--- config.mk ---
export PLATFORM = sky130hd
export DESIGN_NAME = gpio_mux_port
export DESIGN_NICKNAME = d
export VERILOG_FILES = /design/src/rtl/gpio_mux_pkg.sv /design/src/rtl/gpio_sync.sv /design/src/rtl/gpio_regs.sv /design/src/rtl/gpio_owner_mux.sv /design/src/rtl/gpio_mux_port.sv
export SDC_FILE = /design/constraint.sdc
export NUM_CORES = 1
export LEC_CHECK = 0
export BUFFER_PORTS_ARGS = -buffer_cell sky130_fd_sc_hd__buf_2
export CAP_MARGIN = 20
export CORE_ASPECT_RATIO = 1.5
export CORE_MARGIN = 2
export CORE_UTILIZATION = 40
export CTS_BUF_LIST = sky130_fd_sc_hd__clkbuf_4
export DETAILED_ROUTE_END_ITERATION = 10
export PLACE_DENSITY = 0.71
export SETUP_SLACK_MARGIN = 0.2
export SYNTH_ARGS = -nofsm -noshare
export SYNTH_HDL_FRONTEND = slang
export SYNTH_SLANG_ARGS = --single-unit
--- constraint.sdc ---
create_clock -name clk -period 3.8 [get_ports clk]
set_clock_uncertainty 0.15 [all_clocks]
set_input_delay 0.76 -clock clk [delete_from_list [all_inputs] [get_ports clk]]
set_output_delay 0.76 -clock clk [all_outputs]
set_load 0.01 [all_outputs]
--- src/rtl/gpio_mux_pkg.sv ---
package gpio_mux_pkg;

  typedef enum logic [1:0] {
    MODE_MCU      = 2'b00,
    MODE_MPU      = 2'b01,
    MODE_EXT      = 2'b10,
    MODE_MPU_BOOT = 2'b11
  } mode_e;

  typedef enum logic [1:0] {
    OWN_GPIO  = 2'd0,
    OWN_SLAVE = 2'd1,
    OWN_ALT   = 2'd2,
    OWN_BUS   = 2'd3
  } own_e;

  localparam logic [1:0] OFS_DIR  = 2'd0;
  localparam logic [1:0] OFS_LAT  = 2'd1;
  localparam logic [1:0] OFS_PIN  = 2'd2;
  localparam logic [1:0] OFS_HOLE = 2'd3;

  localparam int SLV_PINS = 3;

endpackage

--- src/rtl/gpio_sync.sv ---
module gpio_sync #(
  parameter int W      = 8,
  parameter int STAGES = 2
) (
  input  logic         clk,
  input  logic         rst_n,
  input  logic [W-1:0] d,
  output logic [W-1:0] q
);

  logic [W-1:0] stg [STAGES];

  always_ff @(posedge clk or negedge rst_n) begin
    if (!rst_n) begin
      for (int k = 0; k < STAGES; k++) stg[k] <= '0;
    end else begin
      stg[0] <= d;
      for (int k = 1; k < STAGES; k++) stg[k] <= stg[k-1];
    end
  end

  assign q = stg[STAGES-1];

endmodule

--- src/rtl/gpio_regs.sv ---
module gpio_regs
  import gpio_mux_pkg::*;
#(
  parameter int W = 8
) (
  input  logic         clk,
  input  logic         rst_n,
  input  logic [1:0]   addr,
  input  logic         wr,
  input  logic         rd,
  input  logic [W-1:0] wdata,
  input  logic [W-1:0] pin_sync,
  output logic [W-1:0] rdata,
  output logic [W-1:0] dir_q,
  output logic [W-1:0] lat_q
);

  localparam logic [W-1:0] DIR_RST = {W{1'b1}};
  localparam logic [W-1:0] LAT_RST = '0;

  always_ff @(posedge clk or negedge rst_n) begin
    if (!rst_n) begin
      dir_q <= DIR_RST;
      lat_q <= LAT_RST;
    end else if (wr) begin
      case (addr)
        OFS_DIR:          dir_q <= wdata;
        OFS_LAT, OFS_PIN: lat_q <= wdata;
        default:          ;
      endcase
    end
  end

  always_ff @(posedge clk or negedge rst_n) begin
    if (!rst_n) begin
      rdata <= '0;
    end else if (rd) begin
      case (addr)
        OFS_DIR: rdata <= dir_q;
        OFS_LAT: rdata <= lat_q;
        OFS_PIN: rdata <= pin_sync;
        default: rdata <= '0;
      endcase
    end
  end


  dir_wr_chk: assert property (@(posedge clk) disable iff (!rst_n)
    (wr && addr == OFS_DIR) |=> (dir_q == $past(wdata)));


  hole_wr_chk: assert property (@(posedge clk) disable iff (!rst_n)
    (wr && addr == OFS_HOLE) |=> ($stable(dir_q) && $stable(lat_q)));


  lat_rd_chk: assert property (@(posedge clk) disable iff (!rst_n)
    (rd && addr == OFS_LAT) |=> (rdata == $past(lat_q)));


  rd_hold_chk: assert property (@(posedge clk) disable iff (!rst_n)
    !rd |=> $stable(rdata));

endmodule

--- src/rtl/gpio_owner_mux.sv ---
module gpio_owner_mux
  import gpio_mux_pkg::*;
#(
  parameter int W       = 8,
  parameter int ALT_IDX = W - 1
) (
  input  logic         clk,
  input  logic         rst_n,
  input  mode_e        mode,
  input  logic         bus_off,
  input  logic         slave_en,
  input  logic         alt_pin_cfg,
  input  logic [W-1:0] dir_q,
  input  logic [W-1:0] lat_q,
  input  logic [W-1:0] bus_out,
  input  logic         bus_oe,
  input  logic         alt_out,
  input  logic [W-1:0] pin_sync,
  output logic [W-1:0] pin_oe,
  output logic [W-1:0] pin_out,
  output logic [SLV_PINS-1:0] slave_ctl
);

  logic bus_act, slv_act, alt_act;

  assign bus_act = (mode != MODE_MCU) && !bus_off;
  assign slv_act = (mode == MODE_MCU) && slave_en;
  assign alt_act = (mode == MODE_MCU) && !alt_pin_cfg;

  for (genvar i = 0; i < W; i++) begin : g_pin
    localparam bit IS_SLV = (i < SLV_PINS);
    localparam bit IS_ALT = (i == ALT_IDX);
    own_e own;
    logic oe_b, out_b;

    always_comb begin
      if (bus_act)                own = OWN_BUS;
      else if (IS_SLV && slv_act) own = OWN_SLAVE;
      else if (IS_ALT && alt_act) own = OWN_ALT;
      else                        own = OWN_GPIO;
    end

    always_comb begin
      case (own)
        OWN_BUS: begin
          oe_b  = bus_oe;
          out_b = bus_out[i] & bus_oe;
        end
        OWN_SLAVE: begin
          oe_b  = 1'b0;
          out_b = 1'b0;
        end
        OWN_ALT: begin
          oe_b  = 1'b1;
          out_b = alt_out;
        end
        default: begin
          oe_b  = ~dir_q[i];
          out_b = lat_q[i] & ~dir_q[i];
        end
      endcase
    end

    assign pin_oe[i]  = oe_b;
    assign pin_out[i] = out_b;
  end

  assign slave_ctl = slv_act ? pin_sync[SLV_PINS-1:0] : {SLV_PINS{1'b1}};


  bus_own_chk: assert property (@(posedge clk) disable iff (!rst_n)
    ((mode != MODE_MCU) && !bus_off) |-> (pin_oe == {W{bus_oe}}));


  slave_hiz_chk: assert property (@(posedge clk) disable iff (!rst_n)
    ((mode == MODE_MCU) && slave_en) |-> (pin_oe[SLV_PINS-1:0] == '0));


  alt_drive_chk: assert property (@(posedge clk) disable iff (!rst_n)
    ((mode == MODE_MCU) && !alt_pin_cfg) |-> (pin_oe[ALT_IDX] && pin_out[ALT_IDX] == alt_out));


  quiet_out_chk: assert property (@(posedge clk) disable iff (!rst_n)
    ((pin_out & ~pin_oe) == '0));


  strobe_idle_chk: assert property (@(posedge clk) disable iff (!rst_n)
    !((mode == MODE_MCU) && slave_en) |-> (slave_ctl == {SLV_PINS{1'b1}}));

endmodule

--- src/rtl/gpio_mux_port.sv ---
module gpio_mux_port
  import gpio_mux_pkg::*;
#(
  parameter int W         = 8,
  parameter int SYNC_STGS = 2
) (
  input  logic         clk,
  input  logic         rst_n,
  input  logic [1:0]   reg_addr,
  input  logic         reg_wr,
  input  logic         reg_rd,
  input  logic [W-1:0] reg_wdata,
  output logic [W-1:0] reg_rdata,
  input  logic [1:0]   proc_mode,
  input  logic         bus_off,
  input  logic         slave_en,
  input  logic         alt_pin_cfg,
  input  logic [W-1:0] ext_ad_out,
  input  logic         ext_ad_oe,
  input  logic         alt_cc_out,
  input  logic [W-1:0] pin_in,
  output logic [W-1:0] pin_out,
  output logic [W-1:0] pin_oe,
  output logic [SLV_PINS-1:0] slave_ctl
);

  localparam int ALT_IDX = W - 1;

  mode_e        mode;
  logic [W-1:0] pin_sync;
  logic [W-1:0] dir_q;
  logic [W-1:0] lat_q;

  assign mode = mode_e'(proc_mode);

  gpio_sync #(.W(W), .STAGES(SYNC_STGS)) i_sync (
    .clk   (clk),
    .rst_n (rst_n),
    .d     (pin_in),
    .q     (pin_sync)
  );

  gpio_regs #(.W(W)) i_regs (
    .clk      (clk),
    .rst_n    (rst_n),
    .addr     (reg_addr),
    .wr       (reg_wr),
    .rd       (reg_rd),
    .wdata    (reg_wdata),
    .pin_sync (pin_sync),
    .rdata    (reg_rdata),
    .dir_q    (dir_q),
    .lat_q    (lat_q)
  );

  gpio_owner_mux #(.W(W), .ALT_IDX(ALT_IDX)) i_mux (
    .clk         (clk),
    .rst_n       (rst_n),
    .mode        (mode),
    .bus_off     (bus_off),
    .slave_en    (slave_en),
    .alt_pin_cfg (alt_pin_cfg),
    .dir_q       (dir_q),
    .lat_q       (lat_q),
    .bus_out     (ext_ad_out),
    .bus_oe      (ext_ad_oe),
    .alt_out     (alt_cc_out),
    .pin_sync    (pin_sync),
    .pin_oe      (pin_oe),
    .pin_out     (pin_out),
    .slave_ctl   (slave_ctl)
  );

endmodule

Word-level counts from Yosys, hierarchy flattened
Index checks and enable logic that the tools add are counted.
{ "word_totals": {"ff_bits": 40} }
{ "classes": {"n_bitwise": 24, "n_mux": 23, "n_eq_ne": 11, "reduce_logical": 11} }
{ "ops": {"columns": ["cell", "n"], "rows": [
  ["$pmux 1 s3", 16],
  ["$pmux 8 s3", 1],
  ["$and 1x1->1", 16],
  ["$eq 2x2->1 const B", 7],
  ["$eq 2x1->1 const B", 4],
  ["$mux 2", 4],
  ["$not 1->1", 8],
  ["$logic_not 2->1", 2],
  ["$reduce_and 2->1", 2],
  ["$logic_and 1x1->1", 3],
  ["$mux 3", 1],
  ["$logic_not 1->1", 2],
  ["$reduce_bool 2->1", 1],
  ["$reduce_or 2->1", 1],
  ["$mux 1", 1]
]} }

Longest topological paths before layout
{ "depth": {"word_depth": 6, "ltp_mapped": 5, "depth_no_buf": 4} }

Cells and area by module
Synthesis repeated with hierarchy kept, for this count alone.
{ "hier_totals": {"cells_unflattened": 166, "hier_area_um2": 1986.9} }
{ "by_module_without_submodules": {"columns": ["module", "area_per_inst_um2", "n_inst", "cells_per_inst", "seq_area_each_um2"], "rows": [
  ["gpio_regs", 1124.8, 1, 78, 610.6],
  ["gpio_sync", 460.4, 1, 24, 400.4],
  ["gpio_owner_mux", 401.6, 1, 64, 0.0]
]} }

Least setup slack after synthesis
OpenSTA, ideal clock, no wires.
{ "synth_timing": {"kind": "input to output", "start": "input proc_mode[1]", "end": "output pin_out[0]", "required_ps": 2890, "path_slack_ps": 1424, "arrival_time_ps": 1466, "stages": 4, "cell_sequence": "or3b_4 nand2_2 o21ai_0 buf_4"} }
{ "synth_via": {"elab_chain_cells": 6} }
{ "synth_lines": {"columns": ["element", "line", "text"], "rows": [
  ["from (decl)", "gpio_mux_port.sv:14", "input logic [1:0] proc_mode,"],
  ["$logic_not 2->1", "gpio_owner_mux.sv:27", "assign slv_act = (mode == MODE_MCU) && slave_en;"],
  ["$logic_and 1x1->1", "gpio_owner_mux.sv:27", null],
  ["$mux 1", "gpio_owner_mux.sv:38", "else if (IS_SLV && slv_act) own = OWN_SLAVE;"],
  ["$mux 2 *", "gpio_owner_mux.sv:37", "if (bus_act) own = OWN_BUS;"],
  ["$eq 2x2->1 / $eq 2x1->1 (equally long branches)", "gpio_owner_mux.sv:44", "case (own)"],
  ["$pmux 1 s3 *", "gpio_owner_mux.sv:44", null],
  ["to (decl)", "gpio_mux_port.sv:22", "output logic [W-1:0] pin_out,"]
]} }
Every way passes the cells marked *; elsewhere a longest branch is shown, timed or not.

Worst setup path in the final report
{ "layout_timing": {"start": "input proc_mode[1]", "end": "output slave_ctl[2]"} }
{ "layout_via": {"elab_chain_cells": 3} }
{ "layout_lines": {"columns": ["element", "line", "text"], "rows": [
  ["$logic_not 2->1", "gpio_owner_mux.sv:27", null],
  ["$logic_and 1x1->1", "gpio_owner_mux.sv:27", null],
  ["$mux 3", "gpio_owner_mux.sv:68", "assign slave_ctl = slv_act ? pin_sync[SLV_PINS-1:0] : {SLV_PINS{1'b1}};"],
  ["to (decl)", "gpio_mux_port.sv:24", "output logic [SLV_PINS-1:0] slave_ctl"]
]} }
No other way between the ends.

==> results.json <==
{
  "status": "finished clean",
  "postCtsHoldBufs": 0,
  "cp_common_cell": "buf_2",
  "routedWlPerCell_um": 14.0,
  "final_util_pct": 47.2,
  "rows": 30,
  "ir_worst_vdd_mv": 0.220,
  "drc": 0,
  "postCtsSetupBuffers": 0,
  "die_area_um2": 5210,
  "core_area_um2": 4500,
  "timing.final.hold_violations": 0,
  "final_common_cell": "buf_2",
  "p_per_area_nw_per_um2": 437,
  "synth.avg_cell_area_um2": 11.7,
  "io_pins": 64,
  "grtUsageTotal_pct": 15.1,
  "cp-end-kind": "output port",
  "final_nets": 246,
  "cts_buffers": 5,
  "die_w_um": 59.6,
  "drive_above_1_share_pct": 48.5,
  "synth.area.top_cells": "dfrtp_1, dfstp_2, mux2_2",
  "synth_top_area_share_pct": 43.2,
  "worstPathCellList": "buf_2, or3b_4, or2_1, buf_2",
  "viasPerCell": 5.11,
  "crit_slowest_cell": "or3b_4",
  "grt_start_max_net_pins": 41,
  "clock.fmax_mhz": 388,
  "worst_pin_slew_ns": 0.828,
  "worstPathMaxFanout": 5,
  "grt_pass1_wl_um": 5750,
  "startpoint_type": "input port",
  "antennaDiodeCount": 0,
  "fin_setup_tns_ns": 0,
  "multi_input_area_um2": 636,
  "initial_core_util_pct": 41.2,
  "syn_inst": 158,
  "die_h_um": 87.4,
  "path_class": "in -> out",
  "mostFrequentLayoutCells": "buf_2, dfrtp_1, mux2_2",
  "finalCritPeriodShare_pct": 67.8,
  "cp.required_ns": 2.89,
  "drv_cap": 0,
  "seq_area_um2": 1010,
  "overflow": 0,
  "timing.hold.ws_ns": 0.210,
  "power_w": 0.000929,
  "tritoncts": "yes",
  "portBuffers": 63,
  "fillers": 434,
  "h-tree-depth": 2,
  "hold_path_class": "reg -> reg",
  "yosys_warnings": 0,
  "cts_buffer_depth": 2,
  "via_count": 1298,
  "area_growth_pct": 14.7,
  "critPathArrivalTime_ns": 1.66,
  "first_pass_iters": 4,
  "clock-root-buffer": "clkbuf_4",
  "syn_nets": 199,
  "final_area_um2": 2130,
  "wirelength_um": 3560,
  "p_leak_nw": 1.02,
  "rsz0062_at_grt": "false",
  "max-slew-margin-rel_pct": 44.8,
  "yosysSeqAreaShare_pct": 54.5,
  "synth_top_area_cell": "dfrtp_1",
  "clock_latency_ns": 0.34,
  "grt_pass1_vias": 1299,
  "ys_seq_elements": 40,
  "gp_congestion": 0.870,
  "synth_area_um2": 1850,
  "finalSetupViolCount": 0,
  "ys_types": 28,
  "cts-resized-gates": 0,
  "slowest_delay_ns": 0.42,
  "drv_slew": 0,
  "dpl.hpwl_um": 2840,
  "timing.final.crit_period_ns": 2.57,
  "postPlaceCellArea_um2": 2070,
  "antenna_found_initial": 0,
  "path_clk_slew_ns": 0.11,
  "drt_iter0_markers": 42,
  "cts_sinks": 40,
  "ant_nets": 0
}
==> flip-flops by register name, indices dropped and copies added (netlist names) <==
name,count
i_regs.lat_q,8
i_regs.rdata,8
i_regs.dir_q,8
i_sync.stg,8
i_sync.q,8
==> critical path: cells and delay by family <==
kind | cells | cell delay [ns]
buf+inv | 2 | 0.26
simple gates | 2 | 0.64
==> routing by layer <==
metal  global-route usage (%)  routed length (µm)  vias to the layer above  share of wire [%]
met3                     3.71                 179                        7                5.0
met1                     15.6                1350                      612                 38
met5                        0                   0                        -                  0
met2                     27.0                1940                       42                 54
met4                     8.48                  89                        0                2.5
li1                         -                   -                      637                  -
==> synthesized netlist by cell type, drive strengths merged <==
master and instances:
nand2 9, a222oi 8, o22a 1, ha 4, dfstp 8, mux2 16, nand2b 4, dfrtp 32
clkbuf 4, a31oi 1, or3b 1, a21oi 4, nand3b 4, inv 11, o22ai 8, nor4b 1
o21bai 1, o21ba 1, mux2i 1, nor2 2, o21ai 7, buf 20, or2 3, nand3 7
==> through the flow <==
stage	setup WS, ns	cells
floorplan	1.42	158
global placement	1.23	246
detailed placement	1.23	246
CTS	1.22	254
global route	1.13	254
finish	1.23	254
==> where the power goes <==
part	switching (W)	internal (W)	total, W
Clock	0.000125	0.0000775	0.000203
Sequential	0.0000390	0.000491	0.000530
Combinational	0.0000956	0.000101	0.000196
Total	0.000260	0.000669	0.000929
==> area by class of cell <==
| cell class | instances | area share [%] |
|---|---|---|
| Clock inverter | 2 | 0.529 |
| Sequential cell | 40 | 47.5 |
| Multi-Input combinational cell | 83 | 29.9 |
| Timing Repair Buffer | 64 | 15.2 |
| Clock buffer | 6 | 2.12 |
| Tap cell | 48 | 2.82 |
| Inverter | 11 | 1.94 |
==> path summary, 6_finish.rpt <==
path	start	cells past startpoint	end	slack [ns]
max	proc_mode[1]	4	slave_ctl[2]	1.23
min	i_sync.stg[12]	0	i_sync.q[4]	0.21
max reg2reg	i_regs.lat_q[3]	2	i_regs.rdata[3]	2.63
min reg2reg	i_sync.stg[12]	0	i_sync.q[4]	0.21
max in group asynchronous	rst_n	1	i_regs.lat_q[7]	2.62
min in group asynchronous	rst_n	1	i_sync.stg[9]	0.36
==> logic make-up (layout without fill, tap and decap cells) <==
logic type               count (synthesis)  count (layout)  synth area share, %
adder cells (fa/ha/maj)                  4               4                 2.70
AND/OR/NAND/NOR                         31              31                 9.58
buffers and inverters                   35              83                 11.2
AO/OA/AOI/OAI                           31              31                 11.7
multiplexers                            17              17                 10.3
flip-flops                              40              40                 54.5
No activity file was read; power rests on OpenSTA's default activity.
